==> config.mk <==
export PLATFORM = sky130hd
export DESIGN_NAME = dual_stopwatch_core
export DESIGN_NICKNAME = d
export VERILOG_FILES = /design/src/rtl/dsw_pkg.sv /design/src/rtl/dsw_tick_gen.sv /design/src/rtl/dsw_up_counter.sv /design/src/rtl/dsw_down_counter.sv /design/src/rtl/dual_stopwatch_core.sv
export SDC_FILE = /design/constraint.sdc
export NUM_CORES = 1
export LEC_CHECK = 0
export BUFFER_PORTS_ARGS = -buffer_cell sky130_fd_sc_hd__clkbuf_2
export CORE_MARGIN = 1
export CORE_UTILIZATION = 58
export CTS_CLUSTER_SIZE = 30
export DETAILED_ROUTE_END_ITERATION = 6
export GPL_TIMING_DRIVEN = 0
export PLACE_DENSITY = 0.83
export SYNTH_ARGS = -nofsm -noshare
export SYNTH_HDL_FRONTEND = slang
export SYNTH_SLANG_ARGS = --single-unit
==> constraint.sdc <==
create_clock -name clk -period 3.49 [get_ports clk]
set_input_delay 0.698 -clock clk [delete_from_list [all_inputs] [get_ports clk]]
set_output_delay 0.698 -clock clk [all_outputs]
set_load 0.05 [all_outputs]
==> src/rtl/dsw_pkg.sv <==
package dsw_pkg;

  typedef struct packed {
    logic [3:0] min_t;
    logic [3:0] min_u;
    logic [3:0] sec_t;
    logic [3:0] sec_u;
  } mmss_t;

  localparam logic [3:0] DEC_MAX = 4'd9;
  localparam logic [3:0] SEXT_MAX = 4'd5;

  function automatic logic [3:0] sat_digit(input logic [3:0] d, input logic [3:0] lim);
    return (d > lim) ? lim : d;
  endfunction

  function automatic mmss_t clamp_mmss(input mmss_t v);
    mmss_t r;
    r.min_t = sat_digit(v.min_t, DEC_MAX);
    r.min_u = sat_digit(v.min_u, DEC_MAX);
    r.sec_t = sat_digit(v.sec_t, SEXT_MAX);
    r.sec_u = sat_digit(v.sec_u, DEC_MAX);
    return r;
  endfunction

endpackage

==> src/rtl/dsw_tick_gen.sv <==
module dsw_tick_gen #(
  parameter int TICK_DIV = 5000000
) (
  input  logic clk,
  input  logic rst,
  input  logic run,
  input  logic restart,
  output logic tick
);
  localparam int CW = (TICK_DIV > 1) ? $clog2(TICK_DIV) : 1;
  localparam logic [CW-1:0] LAST = CW'(TICK_DIV - 1);

  logic [CW-1:0] cnt_q;

  always_ff @(posedge clk) begin
    if (rst || restart) begin
      cnt_q <= '0;
      tick  <= 1'b0;
    end else begin
      tick <= 1'b0;
      if (run) begin
        if (cnt_q == LAST) begin
          cnt_q <= '0;
          tick  <= 1'b1;
        end else begin
          cnt_q <= cnt_q + 1'b1;
        end
      end
    end
  end
endmodule

==> src/rtl/dsw_up_counter.sv <==
module dsw_up_counter
  import dsw_pkg::*;
(
  input  logic  clk,
  input  logic  rst,
  input  logic  clear,
  input  logic  tick,
  output mmss_t value
);
  mmss_t nxt;

  always_comb begin
    nxt = value;
    if (value.sec_u == DEC_MAX) begin
      nxt.sec_u = '0;
      if (value.sec_t == SEXT_MAX) begin
        nxt.sec_t = '0;
        if (value.min_u == DEC_MAX) begin
          nxt.min_u = '0;
          nxt.min_t = (value.min_t == DEC_MAX) ? 4'd0 : value.min_t + 4'd1;
        end else begin
          nxt.min_u = value.min_u + 4'd1;
        end
      end else begin
        nxt.sec_t = value.sec_t + 4'd1;
      end
    end else begin
      nxt.sec_u = value.sec_u + 4'd1;
    end
  end

  always_ff @(posedge clk) begin
    if (rst || clear) value <= '0;
    else if (tick)    value <= nxt;
  end
endmodule

==> src/rtl/dsw_down_counter.sv <==
module dsw_down_counter
  import dsw_pkg::*;
(
  input  logic  clk,
  input  logic  rst,
  input  logic  load,
  input  mmss_t load_val,
  input  logic  tick,
  output mmss_t value,
  output logic  alarm
);
  localparam mmss_t ONE_SEC = '{min_t: 4'd0, min_u: 4'd0, sec_t: 4'd0, sec_u: 4'd1};

  mmss_t nxt;
  logic  at_zero;
  logic  hits_zero;

  assign at_zero   = (value == '0);
  assign hits_zero = at_zero || (value == ONE_SEC);

  always_comb begin
    nxt = value;
    if (!at_zero) begin
      if (value.sec_u == 4'd0) begin
        nxt.sec_u = DEC_MAX;
        if (value.sec_t == 4'd0) begin
          nxt.sec_t = SEXT_MAX;
          if (value.min_u == 4'd0) begin
            nxt.min_u = DEC_MAX;
            nxt.min_t = value.min_t - 4'd1;
          end else begin
            nxt.min_u = value.min_u - 4'd1;
          end
        end else begin
          nxt.sec_t = value.sec_t - 4'd1;
        end
      end else begin
        nxt.sec_u = value.sec_u - 4'd1;
      end
    end
  end

  always_ff @(posedge clk) begin
    if (rst) begin
      value <= '0;
      alarm <= 1'b0;
    end else if (load) begin
      value <= clamp_mmss(load_val);
      alarm <= 1'b0;
    end else if (tick) begin
      value <= nxt;
      if (hits_zero) alarm <= 1'b1;
    end
  end
endmodule

==> src/rtl/dual_stopwatch_core.sv <==
module dual_stopwatch_core
  import dsw_pkg::*;
#(
  parameter int TICK_DIV = 5000000
) (
  input  logic        clk,
  input  logic        rst,
  input  logic        run,
  input  logic        load,
  input  logic [15:0] init_time,
  output logic [15:0] up_time,
  output logic [15:0] down_time,
  output logic        alarm
);
  logic  tick;
  mmss_t up_v;
  mmss_t dn_v;

  dsw_tick_gen #(.TICK_DIV(TICK_DIV)) u_tick (
    .clk     (clk),
    .rst     (rst),
    .run     (run),
    .restart (load),
    .tick    (tick)
  );

  dsw_up_counter u_up (
    .clk   (clk),
    .rst   (rst),
    .clear (load),
    .tick  (tick),
    .value (up_v)
  );

  dsw_down_counter u_down (
    .clk      (clk),
    .rst      (rst),
    .load     (load),
    .load_val (mmss_t'(init_time)),
    .tick     (tick),
    .value    (dn_v),
    .alarm    (alarm)
  );

  assign up_time   = up_v;
  assign down_time = dn_v;
endmodule

==> impl_metrics.env, run 1 <==
export IMPL_crit_chain="nor3_1 > nand4_1 > or3_1 > a311oi_1"
export IMPL_grt_pass1_wl_mm=10.7
export IMPL_dieArea_um2=5180
export IMPL_port_buffers=52
export IMPL_crit_family="simple AND/OR/NAND/NOR gates"
export IMPL_fin_crit_sh=0.649
export IMPL_fin_nets=431
export IMPL_detail_route_antenna_nets=0
export IMPL_power_frac_clock=0.458
export IMPL_fill_cells=400
export IMPL_wirelength_mm=6.41
export IMPL_cts_max_path_buffers=2
export IMPL_drt_pre_antenna_iters=4
export IMPL_synth_seq_cells=57
export IMPL_synthArstFlopShare=0
export IMPL_irDropWorstVdd_v=0.000298
export IMPL_power_frac_seq=0.457
export IMPL_path_class="register to register"
export IMPL_core_rowCount=25
export IMPL_cts_tree="built"
export IMPL_avgSynthCellArea_um2=8.23
export IMPL_fin_crit_ns=2.27
export IMPL_yosysTopAreaCell="dfxtp_1"
export IMPL_cap_violations=0
export IMPL_min_path_type="register to register"
export IMPL_crit_buf_inv=0
export IMPL_synth_top_area_frac=0.402
export IMPL_skew_ns=0.00611
export IMPL_netlist_area_um2=2840
export IMPL_p_int_mw=1.12
export IMPL_root_buffer="clkbuf_8"
export IMPL_pin_count=53
export IMPL_power_leakage_nw=1.23
export IMPL_post_cts_buffers=0
export IMPL_ys_top_cells_by_count="dfxtp_1 (57), nor2_1 (50), a21oi_1 (22)"
export IMPL_startpoint_type="register"
export IMPL_syn2layout_area_growth_pct=19.9
export IMPL_drcViolationCount=0
export IMPL_grt_pass1_vias=2491
export IMPL_ys_warnings_count=0
export IMPL_p_per_area_nw_per_um2=435
export IMPL_gp_congestion=0.790
export IMPL_grt_ovfl_total=0
export IMPL_swShare=0.244
export IMPL_placed_cells=464
export IMPL_synth_seq_area_share=0.402
export IMPL_setup_tns_final_ns=0
export IMPL_multiInputGateArea_um2=1590
export IMPL_initial_core_util=0.601
export IMPL_worst_slack_ns=1.22
export IMPL_coreArea_um2=4720
export IMPL_post_place_ws_ns=1.04
export IMPL_grt_max_degree=11
export IMPL_outcome="completed"
export IMPL_cts_sinks=57
export IMPL_report_final_setup_viol=0
export IMPL_cts_made_buffers=9
export IMPL_hpwl_mm=4.61
export IMPL_p_switching_mw=0.361
export IMPL_combPwrFrac=0.085
export IMPL_dieWidth_um=72.0
export IMPL_grt_use_total=0.264
export IMPL_synth_top_cells_by_area="dfxtp_1 (40%), nor2_1 (6.6%), xnor2_1 (4.9%)"
export IMPL_arrival_ns=2.50
export IMPL_maxSlewViolCount=0
export IMPL_num_antenna_cells=0
export IMPL_die_height_um=72.0
export IMPL_h_tree_depth=3
export IMPL_path_max_fanout=8
export IMPL_maxSlewHeadroom=0.367
export IMPL_max_freq_mhz=441
export IMPL_holdWs_ns=0.493
export IMPL_slowest_delay_ns=0.68
export IMPL_final_cells=480
export IMPL_synth_edf_count=0
export IMPL_wl_per_cell_um=13.4
export IMPL_synth_cells=345
export IMPL_seq_area_um2=1140
export IMPL_synth_most_common_cell="dfxtp_1"
export IMPL_initialDrtViolationCount=104
export IMPL_antenna_found_initial=0
export IMPL_postCtsHoldBufs=0
export IMPL_synth_top_flop_cell="dfxtp_1"
export IMPL_finalHoldViolCount=0
export IMPL_via_per_inst=5.72
export IMPL_clkTransAtPathRegs_ns=0.07
export IMPL_synth_cell_type_count=48
export IMPL_cts_resized=0
export IMPL_vias=2746
export IMPL_crit_path_end_kind="register"
export IMPL_tightest_slew_ns=0.948
export IMPL_rsz0062_at_grt="false"
export IMPL_worst_ep_required_time_ns=3.73
export IMPL_drive_gt1_frac=0.189
export IMPL_syn_nets=368
export IMPL_clk_latency_ns=0.33
export IMPL_slowest_stage="nor3_1"
[flip-flops by register name, summed over array words and instances, names as in the netlist]
name,count
u_up.value,16
u_down.alarm,1
u_tick.cnt_q,23
u_tick.tick,1
u_down.value,16
[power by group through the flow]
stage,Sequential [mW],Combinational [mW],Clock [mW]
after detailed placement,0.691,0.126,0
after global placement,0.690,0.123,0
after CTS,0.676,0.126,0.691
after global routing,0.678,0.136,0.721
final,0.677,0.127,0.677
after floorplan,0.723,0.0513,0
[tightest hold or removal path: cells and delay by family (launching register included)]
kind / cells / cell delay [ns]
AOI/OAI and AO/OA: 2 / 0.13
DFF: 1 / 0.32
[routing by layer]
metal,track usage,part of all wire
met1,0.300,0.44
met2,0.456,0.51
met3,0.0847,0.039
met4,0.113,0.0089
met5,0,0
[cell type report]
class	instances	area share
Sequential cell	57	0.335
Clock inverter	5	0.0232
Multi-Input combinational cell	261	0.467
Tap cell	67	0.0246
Clock buffer	11	0.0415
Inverter	17	0.0188
Timing Repair Buffer	52	0.0765
Buffer	10	0.0129
[final timing paths]
check / startpoint / end / slack, ns / cells past startpoint
setup / recovery: u_down.value[1]$_SDFFE_PP0P_ / u_down.value[12]$_SDFFE_PP0P_ / 1.22 / 4
hold / removal: u_tick.cnt_q[22]$_SDFFE_PP0P_ / u_tick.cnt_q[22]$_SDFFE_PP0P_ / 0.49 / 2
setup reg to reg: u_down.value[1]$_SDFFE_PP0P_ / u_down.value[12]$_SDFFE_PP0P_ / 1.22 / 4
hold reg to reg: u_tick.cnt_q[22]$_SDFFE_PP0P_ / u_tick.cnt_q[22]$_SDFFE_PP0P_ / 0.49 / 2
[placed cells by master (no fill, tap or decap), types with 11 or more instances in the layout]
master and n:
nand2_1 20, o21ai_0 20, or3_1 14, dfxtp_1 57
xnor2_1 16, nor2_1 50, nand4_1 11, inv_1 17
clkbuf_2 52, nor3_1 12, a21oi_1 22
[stage by stage]
stage                     instance area, um^2  total power, mW   util
after global routing                     3400             1.53  0.721
after global placement                   3180            0.813  0.674
after floorplan                          2840            0.774      -
final                                    3400             1.48  0.721
after detailed placement                 3180            0.816  0.674
after CTS                                3400             1.49  0.721
[cell families (layout without fill, tap and decap cells)]
kind of cell             after synthesis  count (layout)  synth area share
AND/OR/NAND/NOR                      164             164             0.316
AO/OA/AOI/OAI                         70              70             0.154
flip-flops                            57              57             0.402
buffers and inverters                 27              95            0.0379
XOR/XNOR                              19              19            0.0586
multiplexers                           5               5            0.0176
adder cells (fa/ha/maj)                3               3            0.0132
(Power assumes the default switching activity.)
==> inputs of run 2 (changes only) <==
--- a/config.mk
+++ b/config.mk
@@ -5,13 +5,14 @@
 export SDC_FILE = /design/constraint.sdc
 export NUM_CORES = 1
 export LEC_CHECK = 0
+export ABC_AREA = 1
 export BUFFER_PORTS_ARGS = -buffer_cell sky130_fd_sc_hd__clkbuf_2
 export CORE_MARGIN = 1
-export CORE_UTILIZATION = 58
+export CORE_UTILIZATION = 51
 export CTS_CLUSTER_SIZE = 30
 export DETAILED_ROUTE_END_ITERATION = 6
 export GPL_TIMING_DRIVEN = 0
-export PLACE_DENSITY = 0.83
+export PLACE_DENSITY = 0.76
 export SYNTH_ARGS = -nofsm -noshare
 export SYNTH_HDL_FRONTEND = slang
 export SYNTH_SLANG_ARGS = --single-unit
==> constraint.sdc (replaced) <==
create_clock -name clk -period 1.9 [get_ports clk]
set_input_delay 0.38 -clock clk [delete_from_list [all_inputs] [get_ports clk]]
set_output_delay 0.38 -clock clk [all_outputs]
set_load 0.05 [all_outputs]
==> run 2 against run 1 <==
First-iteration DRC count grew 12%. Non-clock buffer count shrank 4. Flip-flop and latch count is the same. Synthesized area grew 11%. Wire length grew 10%. Fmax grew 38%. Critical path type unchanged. Critical endpoint is now u_tick.cnt_q[12]$_SDFFE_PP0P_. Largest cell class unchanged.
==> impl_metrics.env, run 2 <==
export IMPL_outcome="completed"
export IMPL_synth_seq_cells=57
export IMPL_cts_sinks=57
export IMPL_wirelength_mm=7.08
export IMPL_via_per_inst=5.08
export IMPL_power_leakage_nw=1.56
export IMPL_cts_tree="built"
export IMPL_combPwrFrac=0.169
export IMPL_syn_nets=498
export IMPL_critical_path_depth=9
export IMPL_irDropWorstVdd_v=0.000445
export IMPL_p_per_area_nw_per_um2=731
export IMPL_clkTransAtPathRegs_ns=0.06
export IMPL_grt_max_degree=11
export IMPL_detail_route_antenna_nets=0
export IMPL_synth_edf_count=0
export IMPL_port_buffers=50
export IMPL_post_dp_cell_area_um2=3500
export IMPL_placed_cells=600
export IMPL_dieWidth_um=80.7
export IMPL_final_area_um2=3670
export IMPL_slowest_delay_ns=0.35
export IMPL_synth_xor_area_frac=0.0388
export IMPL_crit_family="simple AND/OR/NAND/NOR gates"
export IMPL_min_path_type="input port to register"
export IMPL_ys_warnings_count=0
export IMPL_pin_count=53
export IMPL_fin_crit_ns=1.64
export IMPL_final_cell_mix="nand2_1 (114), nor2_1 (89), dfxtp_1 (57)"
export IMPL_p_switching_mw=0.783
export IMPL_p_int_mw=1.90
export IMPL_synth_top_flop_cell="dfxtp_1"
export IMPL_post_cts_buffers=0
export IMPL_grt_pass1_vias=2788
export IMPL_fin_crit_sh=0.864
export IMPL_vias=3120
export IMPL_cts_max_path_buffers=2
export IMPL_dieArea_um2=6520
export IMPL_path_class="register to register"
export IMPL_crit_buf_inv=1
export IMPL_root_buffer="clkbuf_8"
export IMPL_drt_pre_antenna_iters=4
export IMPL_coreArea_um2=5960
export IMPL_maxSlewViolCount=0
export IMPL_rsz0062_at_grt="false"
export IMPL_gp_congestion=0.859
export IMPL_cts_resized=0
export IMPL_yosysTopAreaCell="dfxtp_1"
export IMPL_drive_gt1_frac=0.182
export IMPL_clk_latency_ns=0.33
export IMPL_arrival_ns=1.87
export IMPL_top_regs="u_tick.cnt_q: 23 flops, u_down.value: 16 flops, u_up.value: 16 flops"
export IMPL_fin_nets=559
export IMPL_drcViolationCount=0
export IMPL_r2r_start="u_tick.cnt_q[1]$_SDFFE_PP0P_"
export IMPL_max_freq_mhz=609
export IMPL_syn2layout_area_growth_pct=16.0
export IMPL_startpoint_type="register"
export IMPL_synthArstFlopShare=0
export IMPL_power_frac_seq=0.471
export IMPL_crit_chain="ha_1 > nand2_1 > nor3_1 > nand3_1 > nor2_1 > nor2_2 > buf_6 > o21ai_1 > nor2_1"
export IMPL_synth_top_area_frac=0.361
export IMPL_synth_compound_area_frac=0.104
export IMPL_postCtsHoldBufs=0
export IMPL_initialDrtViolationCount=116
export IMPL_wl_per_cell_um=11.5
export IMPL_cts_made_buffers=9
export IMPL_synth_top_cells_by_area="dfxtp_1 (36%), nand2_1 (14%), nor2_1 (11%)"
export IMPL_crit_path_end_kind="register"
export IMPL_die_height_um=80.7
export IMPL_grt_pass1_wl_mm=11.9
export IMPL_worst_ep_required_time_ns=2.13
export IMPL_skew_ns=0.00648
export IMPL_swShare=0.292
export IMPL_reg2reg_depth=9
export IMPL_synth_seq_area_share=0.361
export IMPL_holdPathStages=2
export IMPL_path_max_fanout=10
export IMPL_finalHoldViolCount=0
export IMPL_synthMuxAreaShare=0.00317
export IMPL_crit_start="u_tick.cnt_q[1]$_SDFFE_PP0P_"
export IMPL_max_flop_register="u_tick.cnt_q"
export IMPL_synth_cell_type_count=40
export IMPL_h_tree_depth=3
export IMPL_setup_tns_final_ns=0
export IMPL_synth_most_common_cell="nand2_1"
export IMPL_holdWs_ns=0.265
export IMPL_core_rowCount=28
export IMPL_final_common_cell="nand2_1"
export IMPL_grt_use_total=0.237
export IMPL_final_cells=614
export IMPL_initial_core_util=0.531
export IMPL_hpwl_mm=5.29
export IMPL_report_final_setup_viol=0
export IMPL_avgSynthCellArea_um2=6.65
export IMPL_fill_cells=555
export IMPL_cp_common_cell="nor2_1"
export IMPL_netlist_area_um2=3160
export IMPL_cap_violations=0
export IMPL_grt_ovfl_total=0
export IMPL_largest_reg_flops=23
export IMPL_power_frac_clock=0.360
export IMPL_maxSlewHeadroom=0.666
export IMPL_ys_top_cells_by_count="nand2_1 (114), nor2_1 (89), dfxtp_1 (57)"
export IMPL_antenna_found_initial=0
export IMPL_synth_cells=475
export IMPL_synth_top_family_by_area="simple AND/OR/NAND/NOR gates"
export IMPL_yosys_area_share_simple=0.397
export IMPL_synth_fa_ha_area_frac=0.0119
export IMPL_num_antenna_cells=0
export IMPL_slowest_stage="dfxtp_1"
export IMPL_hold_start="rst"
export IMPL_tightest_slew_ns=0.501
## run 2: changes by cell type after synthesis, moves of 8 or more
cell	delta
nand3_1	+13
inv_1	+33
nor2_1	+39
nand2_1	+94
or3_1	-14
nor2_2	+8
xnor2_1	-14
or4_1	-10
xor2_1	+9
## run 2: layout make-up
type	instances	area [um^2]	share of cell area
Timing Repair Buffer	50	250	0.0682
Inverter	53	199	0.0542
Tap cell	75	93.8	0.0256
Buffer	8	67.6	0.0184
Clock buffer	14	163	0.0444
Multi-Input combinational cell	357	1750	0.478
Sequential cell	57	1140	0.311
## run 2: final timing paths
| path | end | slack [ns] |
|---|---|---|
| max | u_tick.cnt_q[12]$_SDFFE_PP0P_ | 0.26 |
| min | u_down.value[10]$_SDFFE_PP0P_ | 0.27 |
| max reg2reg | u_tick.cnt_q[12]$_SDFFE_PP0P_ | 0.26 |
| min reg2reg | u_up.value[15]$_SDFFE_PP0P_ | 0.49 |
## run 2: logic make-up after synthesis
logic type                 Yosys count
AOI/OAI and AO/OA                   61
xor gates and xnor gates            14
adders and majority gates            3
buffers and inverters               61
DFF                                 57
muxes                                1
and+or+nand+nor                    278
## run 2: stage by stage
| step | util | power (mW) | setup slack (ns) |
|---|---|---|---|
| 6_report | 0.616 | 2.68 | 0.258 |
| 5_1_grt | 0.616 | 2.79 | 0.0477 |
| 4_1_cts | 0.616 | 2.70 | 0.263 |
| 3_5_place_dp | 0.588 | 1.74 | 0.290 |
| 3_3_place_gp | 0.588 | 1.73 | 0.308 |
| 2_1_floorplan | - | 1.63 | 0.165 |
## run 2: power groups by stage
stage / Sequential, mW / Clock (mW) / Combinational [mW]
after CTS: 1.26 / 0.981 / 0.452
after floorplan: 1.38 / 0 / 0.249
after global placement: 1.29 / 0 / 0.442
after global routing: 1.27 / 1.02 / 0.502
after detailed placement: 1.29 / 0 / 0.450
final: 1.26 / 0.966 / 0.452
## run 2: layer usage
layer / up-vias / wire length [um] / track usage
li1: 1642 / - / -
met4: 0 / 91 / 0.111
met1: 1405 / 3400 / 0.292
met2: 65 / 3260 / 0.404
met3: 8 / 323 / 0.0341
met5: - / 0 / 0
